--- config.mk ---
export PLATFORM = sky130hd
export DESIGN_NAME = xfifo_top
export DESIGN_NICKNAME = d
export VERILOG_FILES = /design/src/rtl/xfifo_pkg.sv /design/src/rtl/xfifo_store.sv /design/src/rtl/xfifo_thr.sv /design/src/rtl/xfifo_top.sv
export SDC_FILE = /design/constraint.sdc
export NUM_CORES = 1
export LEC_CHECK = 0
export ABC_CLOCK_PERIOD_IN_PS = 6000
export CORE_ASPECT_RATIO = 1.75
export CORE_MARGIN = 8
export CORE_UTILIZATION = 58
export CTS_CLUSTER_DIAMETER = 200
export CTS_CLUSTER_SIZE = 10
export DETAILED_ROUTE_END_ITERATION = 8
export GPL_ROUTABILITY_DRIVEN = 1
export PLACE_DENSITY = 0.9
export SLEW_MARGIN = 20
export SYNTH_ARGS = -nofsm -noshare
export SYNTH_HDL_FRONTEND = slang
export SYNTH_SLANG_ARGS = --single-unit
--- constraint.sdc ---
create_clock -name clk_i -period 6 [get_ports clk_i]
set_clock_uncertainty 0.2 [all_clocks]
set_input_delay 0.9 -clock clk_i [delete_from_list [all_inputs] [get_ports clk_i]]
set_output_delay 0.9 -clock clk_i [all_outputs]
set_load 0.05 [all_outputs]
--- src/rtl/xfifo_pkg.sv ---
package xfifo_pkg;
  localparam int STAT_W        = 16;
  localparam int STAT_FLAG_BIT = 2;
  localparam int STAT_LVL_LSB  = 8;
  localparam int STAT_LVL_W    = 6;
  typedef enum logic {DIR_WRITE = 1'b0, DIR_READ = 1'b1} xdir_e;
endpackage

--- src/rtl/xfifo_store.sv ---
module xfifo_store #(
  parameter int DEPTH = 32,
  parameter int LW    = $clog2(DEPTH + 1)
) (
  input  logic          clk_i,
  input  logic          rst_ni,
  input  logic          flush_i,
  input  logic          push_i,
  input  logic [7:0]    pdata_i,
  input  logic          pop_i,
  output logic [7:0]    head_o,
  output logic [LW-1:0] level_o
);
  localparam int AW = (DEPTH > 1) ? $clog2(DEPTH) : 1;
  localparam logic [AW-1:0] LAST = AW'(DEPTH - 1);

  logic [7:0]    mem [DEPTH];
  logic [AW-1:0] wr_ptr, rd_ptr;
  logic [LW-1:0] level;

  function automatic logic [AW-1:0] nxt(input logic [AW-1:0] p);
    return (p == LAST) ? '0 : p + 1'b1;
  endfunction

  always_ff @(posedge clk_i) begin
    if (push_i && !flush_i) mem[wr_ptr] <= pdata_i;
  end

  always_ff @(posedge clk_i or negedge rst_ni) begin
    if (!rst_ni) begin
      wr_ptr <= '0;
      rd_ptr <= '0;
      level  <= '0;
    end else if (flush_i) begin
      wr_ptr <= '0;
      rd_ptr <= '0;
      level  <= '0;
    end else begin
      if (push_i) wr_ptr <= nxt(wr_ptr);
      if (pop_i)  rd_ptr <= nxt(rd_ptr);
      case ({push_i, pop_i})
        2'b10:   level <= level + 1'b1;
        2'b01:   level <= level - 1'b1;
        default: level <= level;
      endcase
    end
  end

  assign head_o  = mem[rd_ptr];
  assign level_o = level;
endmodule

--- src/rtl/xfifo_thr.sv ---
module xfifo_thr #(
  parameter int DEPTH = 32,
  parameter int LW    = $clog2(DEPTH + 1),
  parameter int TW    = $clog2(DEPTH),
  parameter int CW    = 16
) (
  input  logic [LW-1:0] level_i,
  input  logic [TW-1:0] thr_m1_i,
  input  logic          rd_mode_i,
  input  logic [CW-1:0] remain_i,
  output logic          flag_o
);
  logic [LW-1:0] thr, free;
  logic          tail;

  always_comb begin
    thr  = LW'(thr_m1_i) + 1'b1;
    free = LW'(DEPTH) - level_i;
    // read tail: everything still owed is already stored
    tail = (level_i != '0) && (CW'(level_i) >= remain_i);
    if (rd_mode_i) flag_o = (level_i >= thr) || tail;
    else           flag_o = (free >= thr);
  end
endmodule

--- src/rtl/xfifo_top.sv ---
module xfifo_top
  import xfifo_pkg::*;
#(
  parameter int DEPTH = 32,
  parameter int CW    = 16,
  localparam int LW   = $clog2(DEPTH + 1),
  localparam int TW   = $clog2(DEPTH)
) (
  input  logic              clk_i,
  input  logic              rst_ni,
  input  logic              dir_rd_i,
  input  logic [TW-1:0]     thr_m1_i,
  input  logic              dma_en_i,
  input  logic              thr_ie_i,
  input  logic              abort_i,
  input  logic [CW-1:0]     remain_i,
  input  logic              host_wr_i,
  input  logic [7:0]        host_wdata_i,
  input  logic              host_rd_i,
  output logic [7:0]        host_rdata_o,
  output logic              host_wait_o,
  input  logic              seq_push_i,
  input  logic [7:0]        seq_wdata_i,
  input  logic              seq_pop_i,
  output logic [7:0]        seq_rdata_o,
  output logic              seq_ok_o,
  output logic [STAT_W-1:0] status_o,
  output logic              thr_irq_o,
  output logic              dma_req_o
);
  xdir_e         dir;
  logic [LW-1:0] level;
  logic [7:0]    head, pdata;
  logic          full, empty, push, pop, flag;

  assign dir   = xdir_e'(dir_rd_i);
  assign full  = (level == LW'(DEPTH));
  assign empty = (level == '0);

  always_comb begin
    if (dir == DIR_READ) begin
      push        = seq_push_i & ~full;
      pdata       = seq_wdata_i;
      pop         = host_rd_i & ~empty;
      host_wait_o = host_rd_i & empty;
      seq_ok_o    = ~full;
    end else begin
      push        = host_wr_i & ~full;
      pdata       = host_wdata_i;
      pop         = seq_pop_i & ~empty;
      host_wait_o = host_wr_i & full;
      seq_ok_o    = ~empty;
    end
  end

  xfifo_store #(.DEPTH(DEPTH), .LW(LW)) u_store (
    .clk_i, .rst_ni,
    .flush_i (abort_i),
    .push_i  (push),
    .pdata_i (pdata),
    .pop_i   (pop),
    .head_o  (head),
    .level_o (level)
  );

  xfifo_thr #(.DEPTH(DEPTH), .LW(LW), .TW(TW), .CW(CW)) u_thr (
    .level_i   (level),
    .thr_m1_i  (thr_m1_i),
    .rd_mode_i (dir == DIR_READ),
    .remain_i  (remain_i),
    .flag_o    (flag)
  );

  assign host_rdata_o = head;
  assign seq_rdata_o  = head;
  assign dma_req_o    = flag & dma_en_i;
  assign thr_irq_o    = flag & thr_ie_i;

  always_comb begin
    status_o = '0;
    status_o[STAT_FLAG_BIT] = flag;
    status_o[STAT_LVL_LSB +: STAT_LVL_W] = STAT_LVL_W'(level);
  end
endmodule

Yosys cells after proc, flatten, opt, wreduce, memory -nomap -nowiden:

Memory sizes are Yosys's and may differ from the RTL's.
Cells that the tools add are included.
Widths: inputs -> output; s select.

* register bits: 16
* latch bits: 0
* RAM bits: 256
* bits in read-only memories: 0
* bits of input ports: 47
* output and inout bits: 36
* logic and storage cells: 53
* memories: 1

Memory list
* u_store.mem: depth 32, bits a word 8, rd ports 1, clocked after memory_dff 0, write ports 1, RTL line xfifo_store.sv:17 `logic [7:0] mem [DEPTH];`

* add/subtract/negate cells: 6
* $mul: 0
* divide/modulo/power cells: 0
* order comparisons: 3
* equality and inequality tests: 5
* shift-type cells: 0
* multiplexer cells: 16
* bitwise gates (word level): 10
* reductions and logical operators: 9

Operators by type and width (number)
* $mux 5: 6
* $ge 6x16->1: 1
* $ge 6x6->1: 2
* $pmux 6 s2: 1
* $add 5x1->5 const B: 2
* $eq 5x5->1 const B: 2
* $and 1x1->1: 8
* $mux 8: 1
* $mux 1: 7
* $add 5x1->6 const B: 1
* $add 6x1->6 const B: 1
* $eq 6x6->1 const B: 1
* $logic_not 6->1: 1
* $mux 6: 1
* $reduce_bool 6->1: 1
* $sub 6x1->6 const B: 1
* $sub 6x6->6 const A: 1
* $reduce_bool 2->1: 2
* $reduce_bool 3->1: 1
* $eq 2x1->1 const B: 1
* $eq 2x2->1 const B: 1
* $logic_and 1x1->1: 2
* $not 1->1: 2
* $logic_not 1->1: 1
* $logic_or 1x1->1: 1

Longest topological paths before layout:

Gate-level depths: netlist (run 1).

* word-level depth: 7
* depth in mapped cells: 10
* mapped depth without buffers: 10

Cells and area by module:

Synthesis (run 1) repeated with hierarchy kept, for this count alone.

* cells, all modules: 746
* area total of the unflattened synthesis: 11976.5 um^2

By module, submodules not included
* xfifo_store: instances 1, cells an instance 635, area an instance 11058.1 um^2, sequential area each 8087.8 um^2
* xfifo_thr: instances 1, cells an instance 69, area an instance 564.3 um^2, sequential area each 0.0 um^2
* xfifo_top: instances 1, cells an instance 42, area an instance 354.1 um^2, sequential area each 0.0 um^2

Worst setup path after synthesis (run 1):

Ideal clock, no wire load.

* path kind: reg2out
* start point: register u_store.level[2] (netlist: u_store.level_o[2])
* end point: output port dma_req_o
* arrival: 3.274 ns
* required time: 4.900 ns
* setup slack: 1.626 ns
* cell stages (with the launch flop): 10
* buffers on the path: 1
* cells stage by stage: dfrtp_1 clkbuf_1 nor3_1 nor3b_1 xnor2_1 ha_1 inv_2 nor3_1 a2111oi_0 a211oi_1

* word-level cells in the longest chain between the ends: 5
* elaborated cells between the ends (all ways): 9
* classes of those cells: add/sub: 1; order compare: 3; mux: 1; bitwise: 1; reduce/logical: 3

RTL lines
* start, declared: RTL line xfifo_store.sv:19 `logic [LW-1:0] level;`
* start signal, assigned: RTL line xfifo_store.sv:42 `2'b10: level <= level + 1'b1;`
* start signal, assigned: RTL line xfifo_store.sv:43 `2'b01: level <= level - 1'b1;`
* start signal, assigned: RTL line xfifo_store.sv:44 `default: level <= level;`
* branches (longest 3 deep; another with $sub 6x6->6)
* $mux 1 *: RTL line xfifo_thr.sv:21 `if (rd_mode_i) flag_o = (level_i >= thr) || tail;`
* $and 1x1->1 *: RTL line xfifo_top.sv:76 `assign dma_req_o = flag & dma_en_i;`
* end, declared: RTL line xfifo_top.sv:29 `output logic dma_req_o`

Every way passes the cells marked *.

Final worst setup path (run 1):

* start point: input port thr_m1_i[0]
* end point: output port dma_req_o

* word-level cells in the longest chain between the ends: 5
* elaborated cells between the ends (all ways): 6
* classes of those cells: add/sub: 1; order compare: 2; mux: 1; bitwise: 1; reduce/logical: 1

RTL lines
* start, declared: RTL line xfifo_top.sv:12 `input logic [TW-1:0] thr_m1_i,`
* $add 5x1->6 *: RTL line xfifo_thr.sv:17 `thr = LW'(thr_m1_i) + 1'b1;`
* $ge 6x6->1: RTL line xfifo_thr.sv:21
* $logic_or 1x1->1: RTL line xfifo_thr.sv:21
* $mux 1 *: RTL line xfifo_thr.sv:21
* $and 1x1->1 *: RTL line xfifo_top.sv:76

Every way passes the cells marked *; elsewhere a longest branch is shown, timed or not.

==> results of run 1 <==
-- metal layers --
layer | vias to the layer above | wire length [um] | GRT usage, %
met3 | 55 | 2050 | 4.569
met1 | 3141 | 8923 | 24.13
met4 | 2 | 1016 | 10.20
met2 | 367 | 13440 | 35.87
li1 | 2636 | - | -
met5 | - | 16 | 0
-- registers in the layout, indices dropped and copies added, names as in the netlist --
signal,cells
u_store.mem,256
u_store.level_o,6
u_store.rd_ptr,5
u_store.wr_ptr,5
-- cell usage after synthesis, types with 4 or more instances --
cell type	instances
buf_4	19
nor2_1	48
mux2_2	8
nor3b_1	4
mux4_2	80
mux2_1	10
nor4_1	5
edfxtp_1	256
and3_1	6
clkbuf_1	19
nand2_1	11
xnor2_1	9
nor3_1	6
nand3_1	6
a21oi_1	16
o21ai_0	8
inv_1	16
ha_1	25
a211oi_1	4
dfrtp_1	16
mux2i_1	4
buf_1	6
a21o_1	4
-- power by group --
group / switching [mW] / internal, mW / total (mW)
Sequential: 0.132 / 2.13 / 2.26
Combinational: 0.866 / 0.722 / 1.59
Clock: 0.694 / 0.965 / 1.66
Total: 1.69 / 3.81 / 5.51
-- layout make-up --
type / instances / area [sq um] / area share (%)
Inverter: 18 / 67.56 / 0.5039
Multi-Input combinational cell: 295 / 3276 / 24.43
Clock inverter: 1 / 8.758 / 0.06532
Sequential cell: 272 / 8093 / 60.35
Tap cell: 245 / 306.5 / 2.286
Timing Repair Buffer: 77 / 788.3 / 5.879
Clock buffer: 56 / 869.6 / 6.485
-- kinds of logic after synthesis --
| kind of cell | Yosys count | share of synthesized area [%] |
|---|---|---|
| flops | 272 | 69.21 |
| simple gates | 105 | 4.497 |
| mux | 102 | 17.49 |
| buf+inv | 68 | 3.019 |
| compound gates | 44 | 2.324 |
| fa+ha+maj | 25 | 2.677 |
| xor+xnor | 10 | 0.7495 |
| other cells | 1 | 0.03209 |
-- worst max path at each step --
| stage | end | startpoint |
|---|---|---|
| 2_1_floorplan | dma_req_o | u_store.level_o[2] |
| 3_5_place_dp | dma_req_o | thr_m1_i[0] |
| 6_report | dma_req_o | thr_m1_i[0] |
| 4_1_cts | host_rdata_o[0] | u_store.rd_ptr[0] |
| 3_3_place_gp | dma_req_o | thr_m1_i[0] |
| 5_1_grt | dma_req_o | thr_m1_i[0] |
-- per-stage QoR --
stage / instance area (sq um) / setup WS [ps] / power [mW] / hold slack [ps] / instances
floorplan: 11720 / 1626 / 3.474 / 304.7 / 635
global placement: 12490 / 854.2 / 3.802 / 394.0 / 905
detailed placement: 12500 / 734.0 / 3.850 / 411.9 / 906
CTS: 13380 / 577.4 / 5.508 / 418.3 / 963
global route: 13410 / 570.3 / 5.692 / 469.9 / 964
finish: 13410 / 722.2 / 5.507 / 417.4 / 964
-- worst max-delay path: stages --
cell,delay (ps)
clkdlybuf4s50_1,450
ha_1,240
xnor2_1,250
ha_1,300
a21o_1,160
a31o_2,210
a21o_1,170
a2111oi_0,660
a211oi_1,100
clkdlybuf4s50_1,740
==> results_dict.tcl, run 1 <==
set metrics [dict create \
    ant_nets 0 \
    synth_top_area_share_pct 65.78 \
    start_util_pct 59.20 \
    synth.avg_cell_area_sq_um 18.64 \
    hpwl_mm 15.98 \
    synth_top_cells_by_area "edfxtp_1 (66%), mux4_2 (15%), dfrtp_1 (3.4%)" \
    crit_type "in -> out" \
    layout_commonest_cell "edfxtp_1" \
    crit_path_end_kind "output pin" \
    synthFlopType "edfxtp_1" \
    hold_buffers 0 \
    rows 68 \
    rsz0062_at_grt "false" \
    h-tree-depth 1 \
    hold_class "reg -> reg" \
    critPathRequiredTime_ps 4900 \
    cts_tree "done" \
    ys.warnings.count 0 \
    synth_edf_count 256 \
    clock_sinks 272 \
    leakage_nw 4.326 \
    yosysTopAreaCell "edfxtp_1" \
    syn_inst 627 \
    period_share_pct 87.96 \
    drcViolationCount 0 \
    track_usage_pct 20.92 \
    synthArstFlopShare_pct 5.882 \
    grt_first_pass_wirelength_mm 39.38 \
    setup_tns_ps 0 \
    clk_path_buf_depth 3 \
    worstHoldPathCells 2 \
    post-cts-setup-buffers 0 \
    setup_violations 0 \
    firstDrtPassIters 5 \
    drv_slew 0 \
    r2r_start "u_store.level_o[1]" \
    cts_buffers 31 \
    hold_path_end "u_store.wr_ptr[1]" \
    ys_ff_latch 272 \
    arrival_ps 4180 \
    grt-ovfl-total 0 \
    status "finished clean" \
    grt_pass1_vias 6833 \
    final_cell_mix "edfxtp_1 (256), mux4_2 (80), clkdlybuf4s50_1 (73)" \
    fmax_mhz 189.5 \
    startpoint_type "primary input" \
    syn_to_final_growth_pct 14.74 \
    p_per_area_nw_per_um2 410.7 \
    design.core.area_sq_um 19740 \
    die_h_um 203.8 \
    utilization_pct 67.93 \
    final_hold_viol_count 0 \
    port_buffers 73 \
    design.die.area_sq_um 25130 \
    fill_cells 1230 \
    antenna_found_initial 1 \
    diodes 0 \
    ioPinCount 83 \
    vias 6201 \
    yosysSeqAreaShare_pct 69.21 \
    clock-root-buffer "clkbuf_16" \
    first_iter_violations 573 \
    drive_gt1_share_pct 19.05 \
    drt-total-wl_mm 25.45 \
    path_clk_slew_ps 50 \
    cts_resized 0 \
    min_from "u_store.wr_ptr[1]" \
    nets 767 \
    syn_area_sq_um 11690 \
    cap_viol_max_count 0 \
    place_congestion 0.8047 \
    grt_max_degree 62 \
    r2r_slack_ps 2420 \
    period_needed_ps 5278 \
    rr_worst_depth 7 \
    avgRoutedWirePerCell_um 26.40 \
    worst_pin_slew_ps 1098 \
    synth_cell_types 47 \
    clock_latency_ps 540 \
    relSlewSlack_pct 26.82 \
    critPathMaxFanout 3 \
    viasPerCell 6.433 \
    ir_worst_vdd_uv 333.4 \
    die_w_um 123.3 \
    timing.rr.end "u_store.mem[4][2]" \
]
Note: power is estimated with default switching activity, not from simulation.
==> run 2, diff against run 1 <==
CELL_PAD_IN_SITES_DETAIL_PLACEMENT = 0   (was unset)
CELL_PAD_IN_SITES_GLOBAL_PLACEMENT = 1   (was unset)
CORE_UTILIZATION = 55   (was 58)
PLACE_DENSITY = 0.95   (was 0.9)
SLEW_MARGIN = 40   (was 20)
==> run 2 against run 1 <==
Net effect: core utilization decreased by 3.4 points; sequential share of layout area decreased by 0.14 points; first-iteration DRC count fell by 7.7%; sequential cell count stayed put; critical path depth unchanged; hold slack worse by 350 ps.
==> results_dict.tcl, run 2 (synthesis gave the netlist of run 1 again) <==
set metrics [dict create \
    status "finished clean" \
    clock-root-buffer "clkbuf_16" \
    p_per_area_nw_per_um2 410.6 \
    rsz0062_at_grt "false" \
    drcViolationCount 0 \
    fmax_mhz 192.7 \
    drive_gt1_share_pct 20.91 \
    setup_tns_ps 0 \
    hold_buffers 0 \
    firstDrtPassIters 5 \
    final_hold_viol_count 0 \
    clk_path_buf_depth 3 \
    finalPower_mw 5.519 \
    cts_tree "done" \
    worst_pin_slew_ps 848.8 \
    syn_to_final_growth_pct 15.02 \
    drv_slew 0 \
    die_w_um 126.2 \
    crit_path_start "thr_m1_i[0]" \
    crit_path_end_kind "output pin" \
    place_area_sq_um 12540 \
    cts_buffers 31 \
    top_register "u_store.mem" \
    rr_worst_depth 10 \
    critPathMaxFanout 3 \
    rows 70 \
    r2r_start "u_store.level_o[1]" \
    cts_resized 0 \
    die_h_um 208.8 \
    timing.rr.end "u_store.level_o[4]" \
    post-cts-setup-buffers 0 \
    utilization_pct 64.48 \
    viasPerCell 6.357 \
    ir_worst_vdd_uv 327.3 \
    hold_class "in -> async" \
    fill_cells 1374 \
    largest_reg_flops 256 \
    diodes 0 \
    arrival_ps 4090 \
    h-tree-depth 1 \
    setup_violations 0 \
    ff_latch_area_sq_um 8094 \
    hpwl_mm 16.62 \
    design.die.area_sq_um 26350 \
    period_needed_ps 5190 \
    multi_input_area_sq_um 3294 \
    start_util_pct 56.06 \
    final_cell_mix "edfxtp_1 (256), mux4_2 (80), clkdlybuf4s50_1 (72)" \
    clock_latency_ps 550 \
    first_iter_violations 529 \
    period_share_pct 86.50 \
    clock_sinks 272 \
    ant_nets 0 \
    place_congestion 0.7777 \
    cap_viol_max_count 0 \
    design.core.area_sq_um 20850 \
    avgRoutedWirePerCell_um 26.10 \
    critPathRequiredTime_ps 4900 \
    vias 6192 \
    crit_type "in -> out" \
    path_clk_slew_ps 60 \
    r2r_slack_ps 2470 \
    fin_area_sq_um 13440 \
    antenna_found_initial 0 \
    relSlewSlack_pct 43.20 \
    ioPinCount 83 \
    grt_pass1_vias 6617 \
    drt-total-wl_mm 25.42 \
    startpoint_type "primary input" \
    grt_first_pass_wirelength_mm 39.27 \
    grt-ovfl-total 0 \
    track_usage_pct 19.64 \
    port_buffers 73 \
    nets 769 \
    layout_commonest_cell "edfxtp_1" \
    grt_max_degree 34 \
    leakage_nw 4.332 \
]
run 2: cell count changes in the layout (fill, tap and decap cells not counted), moves of 2 or more:
cell,before,now
nor2_2,0,7
mux2_1,4,2
mux2_2,14,16
buf_4,2,5
nor2_1,48,41
run 2: cell type report:
cell class                      instances  share of cell area, %
Sequential cell                       272                  60.22
Multi-Input combinational cell        295                  24.51
Clock buffer                           56                  6.469
Timing Repair Buffer                   79                  5.827
Tap cell                              252                  2.346
Inverter                               18                 0.5027
Clock inverter                          2                 0.1303
run 2: layer usage:
layer / track usage [%] / share of wire (%) / wire, um
met3: 3.187 / 6.5 / 1650
met2: 35.99 / 55 / 14060
met5: 0 / 0 / 0
met4: 8.636 / 3.4 / 871
met1: 21.91 / 35 / 8833
run 2: worst max path at each step:
stage	endpoint	slack (ps)	cells past startpoint
after floorplan	dma_req_o	1630	9
after global placement	dma_req_o	720	10
after detailed placement	thr_irq_o	770	10
after CTS	status_o[2]	760	10
after global routing	dma_req_o	560	10
final	status_o[2]	810	10
run 2: report_power, final:
part	switching, mW	internal (mW)
Sequential	0.108	2.13
Combinational	0.898	0.723
Clock	0.695	0.968
run 2: stage by stage:
step / std cells / worst slack, ps / hold slack [ps]
2_1_floorplan: 635 / 1626 / 304.7
3_3_place_gp: 915 / 723.8 / 394.1
3_5_place_dp: 916 / 767.5 / 413.8
4_1_cts: 974 / 760.9 / 422.0
5_1_grt: 974 / 563.9 / 91.15
6_report: 974 / 809.9 / 68.82
run 2: critical path, cell delays in order:
cell	delay (ps)
clkdlybuf4s50_1	430
ha_1	240
xnor2_1	240
ha_1	300
a21o_1	170
a31o_2	220
a21o_1	180
a2111oi_1	560
a21oi_1	80
clkdlybuf4s50_1	740
